--- config.mk ---
export PLATFORM = sky130hd
export DESIGN_NAME = nvme_dbell_engine
export DESIGN_NICKNAME = d
export VERILOG_FILES = /design/src/rtl/nvme_dbell_pkg.sv /design/src/rtl/nvme_slot_addr.sv /design/src/rtl/nvme_qpair_regs.sv /design/src/rtl/nvme_dbell_issue.sv /design/src/rtl/nvme_dbell_engine.sv
export SDC_FILE = /design/constraint.sdc
export NUM_CORES = 2
export LEC_CHECK = 0
export BUFFER_PORTS_ARGS = -buffer_cell sky130_fd_sc_hd__buf_2
export CORE_UTILIZATION = 30
export DETAILED_ROUTE_END_ITERATION = 12
export SETUP_SLACK_MARGIN = 0.05
export SYNTH_ARGS = -nofsm -noshare
export SYNTH_HDL_FRONTEND = slang
export SYNTH_SLANG_ARGS = --single-unit
--- constraint.sdc ---
create_clock -name clk -period 8.26 [get_ports clk]
set_input_delay 1.652 -clock clk [delete_from_list [all_inputs] [get_ports clk]]
set_output_delay 1.652 -clock clk [all_outputs]
set_load 0.005 [all_outputs]
--- src/rtl/nvme_dbell_pkg.sv ---
package nvme_dbell_pkg;

   // log2 of the entry sizes in bytes
   localparam int unsigned SQE_SHIFT = 6;
   localparam int unsigned CQE_SHIFT = 4;

   localparam logic [31:0] DB_REGION = 32'h0000_1000;
   localparam int unsigned DB_DATA_W = 64;
   localparam int unsigned DB_BE_W   = DB_DATA_W / 8;

   typedef enum logic {
      DB_KIND_TAIL = 1'b0,
      DB_KIND_HEAD = 1'b1
   } db_kind_e;

   // Register offset of doorbell number n (2*q for a tail, 2*q+1 for a head).
   function automatic logic [31:0] db_offset(input logic [15:0] n, input logic [3:0] stride);
      return DB_REGION + (32'(n) << (5'd2 + 5'(stride)));
   endfunction

endpackage

--- src/rtl/nvme_slot_addr.sv ---
module nvme_slot_addr #(
   parameter int unsigned ADDR_W = 48,
   parameter int unsigned IDX_W  = 8,
   parameter int unsigned SHIFT  = 6
)(
   input  logic [ADDR_W-1:0] base,
   input  logic [IDX_W-1:0]  idx,
   output logic [ADDR_W-1:0] addr
);
   localparam int unsigned SPAN_W = IDX_W + SHIFT;

   if (SPAN_W > ADDR_W) begin : g_bad_span
      $error("nvme_slot_addr: ring span wider than address");
   end

   assign addr = base + (ADDR_W'(idx) << SHIFT);

endmodule

--- src/rtl/nvme_qpair_regs.sv ---
module nvme_qpair_regs #(
   parameter int unsigned ADDR_W = 48,
   parameter int unsigned IDX_W  = 8
)(
   input  logic              clk,
   input  logic              rst_n,
   input  logic              cfg_we,
   input  logic [ADDR_W-1:0] cfg_sq_base,
   input  logic [ADDR_W-1:0] cfg_cq_base,
   input  logic [IDX_W-1:0]  cfg_last,
   input  logic              en_we,
   input  logic              en_val,
   input  logic              push,
   input  logic              pop,
   input  logic              head_upd,
   input  logic [IDX_W-1:0]  head_val,
   output logic              en,
   output logic [ADDR_W-1:0] sq_base,
   output logic [ADDR_W-1:0] cq_base,
   output logic [IDX_W-1:0]  tail,
   output logic [IDX_W-1:0]  head,
   output logic              push_ok
);
   logic [IDX_W-1:0] last_q;
   logic [IDX_W-1:0] sq_head_q;
   logic [IDX_W-1:0] tail_nxt;
   logic [IDX_W-1:0] head_nxt;
   logic             arm;

   assign tail_nxt = (tail == last_q) ? '0 : tail + IDX_W'(1);
   assign head_nxt = (head == last_q) ? '0 : head + IDX_W'(1);
   assign push_ok  = en && (tail_nxt != sq_head_q);
   assign arm      = en_we && en_val && !en;

   always_ff @(posedge clk) begin
      if (!rst_n) begin
         en        <= 1'b0;
         sq_base   <= '0;
         cq_base   <= '0;
         last_q    <= '0;
         tail      <= '0;
         head      <= '0;
         sq_head_q <= '0;
      end else begin
         if (cfg_we && !en) begin
            sq_base <= cfg_sq_base;
            cq_base <= cfg_cq_base;
            last_q  <= cfg_last;
         end
         if (en_we) begin
            en <= en_val;
         end
         if (arm) begin
            tail      <= '0;
            head      <= '0;
            sq_head_q <= '0;
         end else if (en) begin
            if (push && push_ok) begin
               tail <= tail_nxt;
            end
            if (pop) begin
               head <= head_nxt;
            end
            if (head_upd) begin
               sq_head_q <= head_val;
            end
         end
      end
   end

endmodule

--- src/rtl/nvme_dbell_issue.sv ---
module nvme_dbell_issue
   import nvme_dbell_pkg::*;
#(
   parameter int unsigned NDB   = 8,
   parameter int unsigned IDX_W = 8
)(
   input  logic                       clk,
   input  logic                       rst_n,
   input  logic [NDB-1:0]             set,
   input  logic [NDB-1:0][IDX_W-1:0]  idx_vec,
   input  logic [3:0]                 stride,
   input  logic                       ready,
   output logic                       valid,
   output logic [31:0]                addr,
   output logic [DB_DATA_W-1:0]       data,
   output logic [DB_BE_W-1:0]         be
);
   localparam int unsigned DBI_W = (NDB > 1) ? $clog2(NDB) : 1;

   logic [NDB-1:0]   pend;
   logic [NDB-1:0]   clr;
   logic [DBI_W-1:0] pick;
   logic             hit;
   logic             load;

   always_comb begin
      hit  = 1'b0;
      pick = '0;
      for (int k = NDB - 1; k >= 0; k--) begin
         if (pend[k]) begin
            hit  = 1'b1;
            pick = DBI_W'(k);
         end
      end
   end

   assign load = !valid || ready;
   assign clr  = (load && hit) ? (NDB'(1) << pick) : '0;

   always_ff @(posedge clk) begin
      if (!rst_n) begin
         pend  <= '0;
         valid <= 1'b0;
         addr  <= '0;
         data  <= '0;
         be    <= '0;
      end else begin
         pend <= (pend & ~clr) | set;
         if (load) begin
            valid <= hit;
            be    <= hit ? '1 : '0;
            if (hit) begin
               addr <= db_offset(16'(pick), stride);
               data <= DB_DATA_W'(idx_vec[pick]);
            end
         end
      end
   end

endmodule

--- src/rtl/nvme_dbell_engine.sv ---
module nvme_dbell_engine
   import nvme_dbell_pkg::*;
#(
   parameter int unsigned NQ     = 4,
   parameter int unsigned ADDR_W = 48,
   parameter int unsigned IDX_W  = 8,
   localparam int unsigned QID_W = (NQ > 1) ? $clog2(NQ) : 1
)(
   input  logic              clk,
   input  logic              rst_n,
   input  logic [3:0]        dstrd,
   input  logic              cfg_we,
   input  logic [QID_W-1:0]  cfg_qid,
   input  logic [ADDR_W-1:0] cfg_sq_base,
   input  logic [ADDR_W-1:0] cfg_cq_base,
   input  logic [IDX_W-1:0]  cfg_last,
   input  logic              en_we,
   input  logic [QID_W-1:0]  en_qid,
   input  logic              en_val,
   input  logic              sq_push,
   input  logic [QID_W-1:0]  sq_push_qid,
   output logic              sq_resp_valid,
   output logic              sq_resp_ok,
   output logic [ADDR_W-1:0] sq_resp_addr,
   input  logic              sq_ring,
   input  logic [QID_W-1:0]  sq_ring_qid,
   input  logic              sq_head_upd,
   input  logic [QID_W-1:0]  sq_head_qid,
   input  logic [IDX_W-1:0]  sq_head_val,
   input  logic              cq_pop,
   input  logic [QID_W-1:0]  cq_pop_qid,
   output logic              cq_resp_valid,
   output logic              cq_resp_ok,
   output logic [ADDR_W-1:0] cq_resp_addr,
   output logic              db_valid,
   input  logic              db_ready,
   output logic [31:0]       db_addr,
   output logic [63:0]       db_data,
   output logic [7:0]        db_be
);
   localparam int unsigned NDB = 2 * NQ;

   if (NQ < 1 || NQ > 64) begin : g_bad_nq
      $error("nvme_dbell_engine: NQ out of range");
   end
   if (IDX_W < 1 || IDX_W > 16) begin : g_bad_idx
      $error("nvme_dbell_engine: IDX_W out of range");
   end
   if (ADDR_W < IDX_W + SQE_SHIFT || ADDR_W > 64) begin : g_bad_addr
      $error("nvme_dbell_engine: ADDR_W out of range");
   end

   logic [NQ-1:0]             q_en, q_push_ok;
   logic [NQ-1:0]             sel_cfg, sel_en, sel_push, sel_pop, sel_ring, sel_hu;
   logic [NQ-1:0][ADDR_W-1:0] q_sqb, q_cqb;
   logic [NQ-1:0][IDX_W-1:0]  q_tail, q_head;
   logic [NDB-1:0]            db_set;
   logic [NDB-1:0][IDX_W-1:0] db_idx;
   logic [3:0]                stride_q;

   for (genvar y = 0; y < NQ; y++) begin : g_q
      assign sel_cfg[y]  = (cfg_qid == QID_W'(y));
      assign sel_en[y]   = (en_qid == QID_W'(y));
      assign sel_push[y] = (sq_push_qid == QID_W'(y));
      assign sel_pop[y]  = (cq_pop_qid == QID_W'(y));
      assign sel_ring[y] = (sq_ring_qid == QID_W'(y));
      assign sel_hu[y]   = (sq_head_qid == QID_W'(y));

      nvme_qpair_regs #(.ADDR_W(ADDR_W), .IDX_W(IDX_W)) u_regs (
         .clk         (clk),
         .rst_n       (rst_n),
         .cfg_we      (cfg_we && sel_cfg[y]),
         .cfg_sq_base (cfg_sq_base),
         .cfg_cq_base (cfg_cq_base),
         .cfg_last    (cfg_last),
         .en_we       (en_we && sel_en[y]),
         .en_val      (en_val),
         .push        (sq_push && sel_push[y]),
         .pop         (cq_pop && sel_pop[y]),
         .head_upd    (sq_head_upd && sel_hu[y]),
         .head_val    (sq_head_val),
         .en          (q_en[y]),
         .sq_base     (q_sqb[y]),
         .cq_base     (q_cqb[y]),
         .tail        (q_tail[y]),
         .head        (q_head[y]),
         .push_ok     (q_push_ok[y])
      );

      assign db_set[2*y]   = sq_ring && sel_ring[y] && q_en[y];
      assign db_set[2*y+1] = cq_pop && sel_pop[y] && q_en[y];
      assign db_idx[2*y]   = q_tail[y];
      assign db_idx[2*y+1] = q_head[y];
   end

   // Operand selection for the two slot address computations
   logic [ADDR_W-1:0] p_base, c_base, p_addr, c_addr;
   logic [IDX_W-1:0]  p_idx, c_idx;
   logic              p_ok, c_ok, cfg_open;

   always_comb begin
      p_base   = '0;
      p_idx    = '0;
      p_ok     = 1'b0;
      c_base   = '0;
      c_idx    = '0;
      c_ok     = 1'b0;
      cfg_open = 1'b0;
      for (int y = 0; y < NQ; y++) begin
         if (sel_push[y]) begin
            p_base = q_sqb[y];
            p_idx  = q_tail[y];
            p_ok   = q_push_ok[y];
         end
         if (sel_pop[y]) begin
            c_base = q_cqb[y];
            c_idx  = q_head[y];
            c_ok   = q_en[y];
         end
         if (sel_cfg[y]) begin
            cfg_open = !q_en[y];
         end
      end
   end

   nvme_slot_addr #(.ADDR_W(ADDR_W), .IDX_W(IDX_W), .SHIFT(SQE_SHIFT)) u_sq_slot (
      .base (p_base),
      .idx  (p_idx),
      .addr (p_addr)
   );

   nvme_slot_addr #(.ADDR_W(ADDR_W), .IDX_W(IDX_W), .SHIFT(CQE_SHIFT)) u_cq_slot (
      .base (c_base),
      .idx  (c_idx),
      .addr (c_addr)
   );

   always_ff @(posedge clk) begin
      if (!rst_n) begin
         stride_q      <= '0;
         sq_resp_valid <= 1'b0;
         sq_resp_ok    <= 1'b0;
         sq_resp_addr  <= '0;
         cq_resp_valid <= 1'b0;
         cq_resp_ok    <= 1'b0;
         cq_resp_addr  <= '0;
      end else begin
         if (cfg_we && cfg_open) begin
            stride_q <= dstrd;
         end
         sq_resp_valid <= sq_push;
         cq_resp_valid <= cq_pop;
         if (sq_push) begin
            sq_resp_ok   <= p_ok;
            sq_resp_addr <= p_addr;
         end
         if (cq_pop) begin
            cq_resp_ok   <= c_ok;
            cq_resp_addr <= c_addr;
         end
      end
   end

   nvme_dbell_issue #(.NDB(NDB), .IDX_W(IDX_W)) u_issue (
      .clk     (clk),
      .rst_n   (rst_n),
      .set     (db_set),
      .idx_vec (db_idx),
      .stride  (stride_q),
      .ready   (db_ready),
      .valid   (db_valid),
      .addr    (db_addr),
      .data    (db_data),
      .be      (db_be)
   );

endmodule

==> flow_summary.yaml <==
outcome:
  run_status: "finished with violations"
  violations: "DRC"
timing:
  tns_ns: 0
  max_freq_mhz: 205.1
  max_slew_margin: 0.1813
  rsz0062_at_grt: "no"
  skew_ns: 0.03563
  hold_viol: 0
  worst_pin_slew_ns: 1.228
  period_needed_ns: 4.876
  timing.final.crit_share: 0.5903
  finalSetupViolations: 0
  slew_viol_final: 0
floorplan:
  core_um2: 105900
  initial_core_util: 0.3039
  pin_count: 343
  dieArea_um2: 108500
  fp.dieW_um: 329.5
  die_h_um: 329.5
  rows: 119
worst_setup_path:
  startpoint_type: "input port"
  crit_fanout: 44
  ff2ff_setup_slack_ns: 4.37
  reg2reg_from: "g_q[3].u_regs.tail[0]"
  required_ns: 8.76
  end_kind: "flip-flop"
  reg2reg_depth: 12
  arrival_ns: 5.37
  worstReg2RegEnd: "sq_resp_addr[22]"
  path_class: "input port to flip-flop"
  cp-startpoint: "cq_pop_qid[1]"
min_path:
  hold_end: "g_q[2].u_regs.cq_base[29]"
  worstHoldStart: "g_q[2].u_regs.cq_base[29]"
  min_path_type: "flip-flop to flip-flop"
  hold_depth: 2
grt:
  grt_max_degree: 222
  grt_antenna_before_repair: 31
  gr-total-overflow: 0
  first_global_vias: 25510
  track_usage: 0.1888
  grt_pass1_wl_mm: 158.1
clocking:
  clk_pin_slew_ns: 0.06
  post_cts_resized: 0
  insertion_delay_ns: 0.67
  holdBufCountCts: 0
  cts_buffers: 77
  numClockSinks: 669
  cts_tree: "yes"
  cts_root_buf: "clkbuf_16"
  post-cts-setup-buffers: 0
  cts_buffer_depth: 3
  htreeDepth: 3
synth:
  yosysWarnings: 0
  synth_seq_cells: 669
  ys_seq_area_frac: 0.4163
  synth_cells: 3809
  synth_top_flop_cell: "dfxtp_1"
  syn_area_um2: 32170
  synth_commonest_cells: "1015 x nand2_1, 669 x dfxtp_1, 583 x a21oi_1"
  yosysTopAreaCellShare: 0.4163
  synth-edff-count: 0
  synthArstFlopShare: 0
  synth.most_common_cell: "nand2_1"
  ys_types: 84
  synth_area_leader_cell: "dfxtp_1"
  synthTopCellsByArea: "dfxtp_1 42%, nand2_1 12%, a21oi_1 9.1%, mux4_2 4.6%, mux4_1 3.3%"
  syn_avg_cell_area_um2: 8.446
detailed_routing:
  drtIter0Drc: 2325
  drtPass1Iterations: 12
  drcViolationCount: 42
  routed-via-count: 27410
  via_per_inst: 5.104
  routedWlPerCell_um: 19.65
  ant_nets: 0
  wirelength_mm: 105.5
placement:
  io_buffers: 286
  globalplace.congestion: 0.8802
  hpwl_mm: 69.85
power:
  irDropWorstVdd_uv: 142.8
  power-per-cell-area_nw_per_um2: 208.8
  p_leak_nw: 13.52
layout:
  nets: 4080
  final_util: 0.3471
  drive_above_1_share: 0.1433
  synthToLayoutAreaGrowth_pct: 14.22
job:
  cap_violations: 0
[power breakdown]
part	internal [mW]	leakage [nW]	total [mW]	switching (mW)
combinational	0.218	6.77	0.632	0.414
sequential	3.32	5.43	3.39	0.0672
clock	2.17	1.32	3.65	1.48
[layer usage]
layer / vias up / wire length (µm) / GRT usage
li1: 13230 / - / -
met1: 13100 / 46460 / 0.2501
met2: 877 / 48790 / 0.3056
met3: 172 / 7660 / 0.04077
met4: 40 / 2350 / 0.05827
met5: - / 247 / 0
[layout make-up]
class,instances,area (µm²)
Tap cell,1391,1740
Clock buffer,104,2158
Sequential cell,669,13390
Inverter,23,93.84
Antenna cell,7,17.52
Fill cell,10960,69120
Timing Repair Buffer,324,1739
Clock inverter,33,536.8
Multi-Input combinational cell,2819,17070
[critical path, stage by stage]
cell and delay (ns):
buf_4 0.31, buf_4 0.73, mux4_2 0.60, ha_1 0.32, o21ai_0 0.15, o21ai_0 0.75
and3_4 0.38, and4_4 0.23, xor2_1 0.14, a21oi_1 0.09
[per-stage QoR]
step                      cells  instance area [µm²]  worst slack [ns]  hold slack [ns]  total power, mW
after floorplan            3864                32380             2.814           0.4315            3.872
after global placement     5226                34030             2.716           0.4368            4.083
after detailed placement   5226                34030             2.632           0.4429            4.093
after CTS                  5363                36730             3.355           0.4509            7.756
after global routing       5367                36740             3.072           0.4667            7.956
final                      5370                36740             3.384           0.4483            7.672
[cells in the final DEF, fill, tap and decap left out, types with 26 or more instances in the layout]
cell / netlist / routed
dfxtp_1: 669 / 669
o21ai_0: 109 / 109
buf_2: 22 / 282
conb_1: 1 / 56
xnor2_1: 95 / 95
nor2_1: 165 / 164
nand4_1: 44 / 44
clkbuf_16: 0 / 77
xor2_1: 100 / 100
buf_4: 66 / 41
mux4_1: 41 / 41
mux2i_1: 65 / 65
a21oi_1: 583 / 582
mux4_2: 66 / 66
nand2_1: 1015 / 1015
nand3_1: 62 / 62
ha_1: 26 / 26
[how the worst max path moves through the flow]
stage | endpoint | slack [ns] | depth (start not counted)
2_1_floorplan | cq_resp_addr[32] | 2.81 | 17
3_5_place_dp | cq_resp_addr[18] | 2.63 | 10
5_1_grt | cq_resp_addr[18] | 3.07 | 10
6_report | cq_resp_addr[45] | 3.38 | 10
3_3_place_gp | cq_resp_addr[45] | 2.72 | 10
4_1_cts | cq_resp_addr[16] | 3.36 | 10
[flip-flops by register name, indices dropped and copies added (netlist names)]
| signal | flops |
|---|---|
| cq_resp_addr | 48 |
| cq_resp_ok | 1 |
| cq_resp_valid | 1 |
| g_q.u_regs.cq_base | 192 |
| g_q.u_regs.en | 4 |
| g_q.u_regs.head | 32 |
| g_q.u_regs.last_q | 32 |
| g_q.u_regs.sq_base | 192 |
| g_q.u_regs.sq_head_q | 32 |
| g_q.u_regs.tail | 32 |
| sq_resp_addr | 48 |
| sq_resp_ok | 1 |
| sq_resp_valid | 1 |
| stride_q | 4 |
| u_issue.addr | 32 |
| u_issue.be | 1 |
| u_issue.data | 8 |
| u_issue.pend | 8 |
[logic make-up after synthesis]
kind of cell | count (synthesis) | share of synthesized area
simple gates | 1509 | 0.2053
fa+ha+maj | 28 | 0.01136
other cells | 1 | 0.0001166
mux | 189 | 0.1076
compound gates | 838 | 0.1425
buf+inv | 376 | 0.06091
xor+xnor | 199 | 0.05589
flops | 669 | 0.4163
Power figures use the tool's default switching activity.
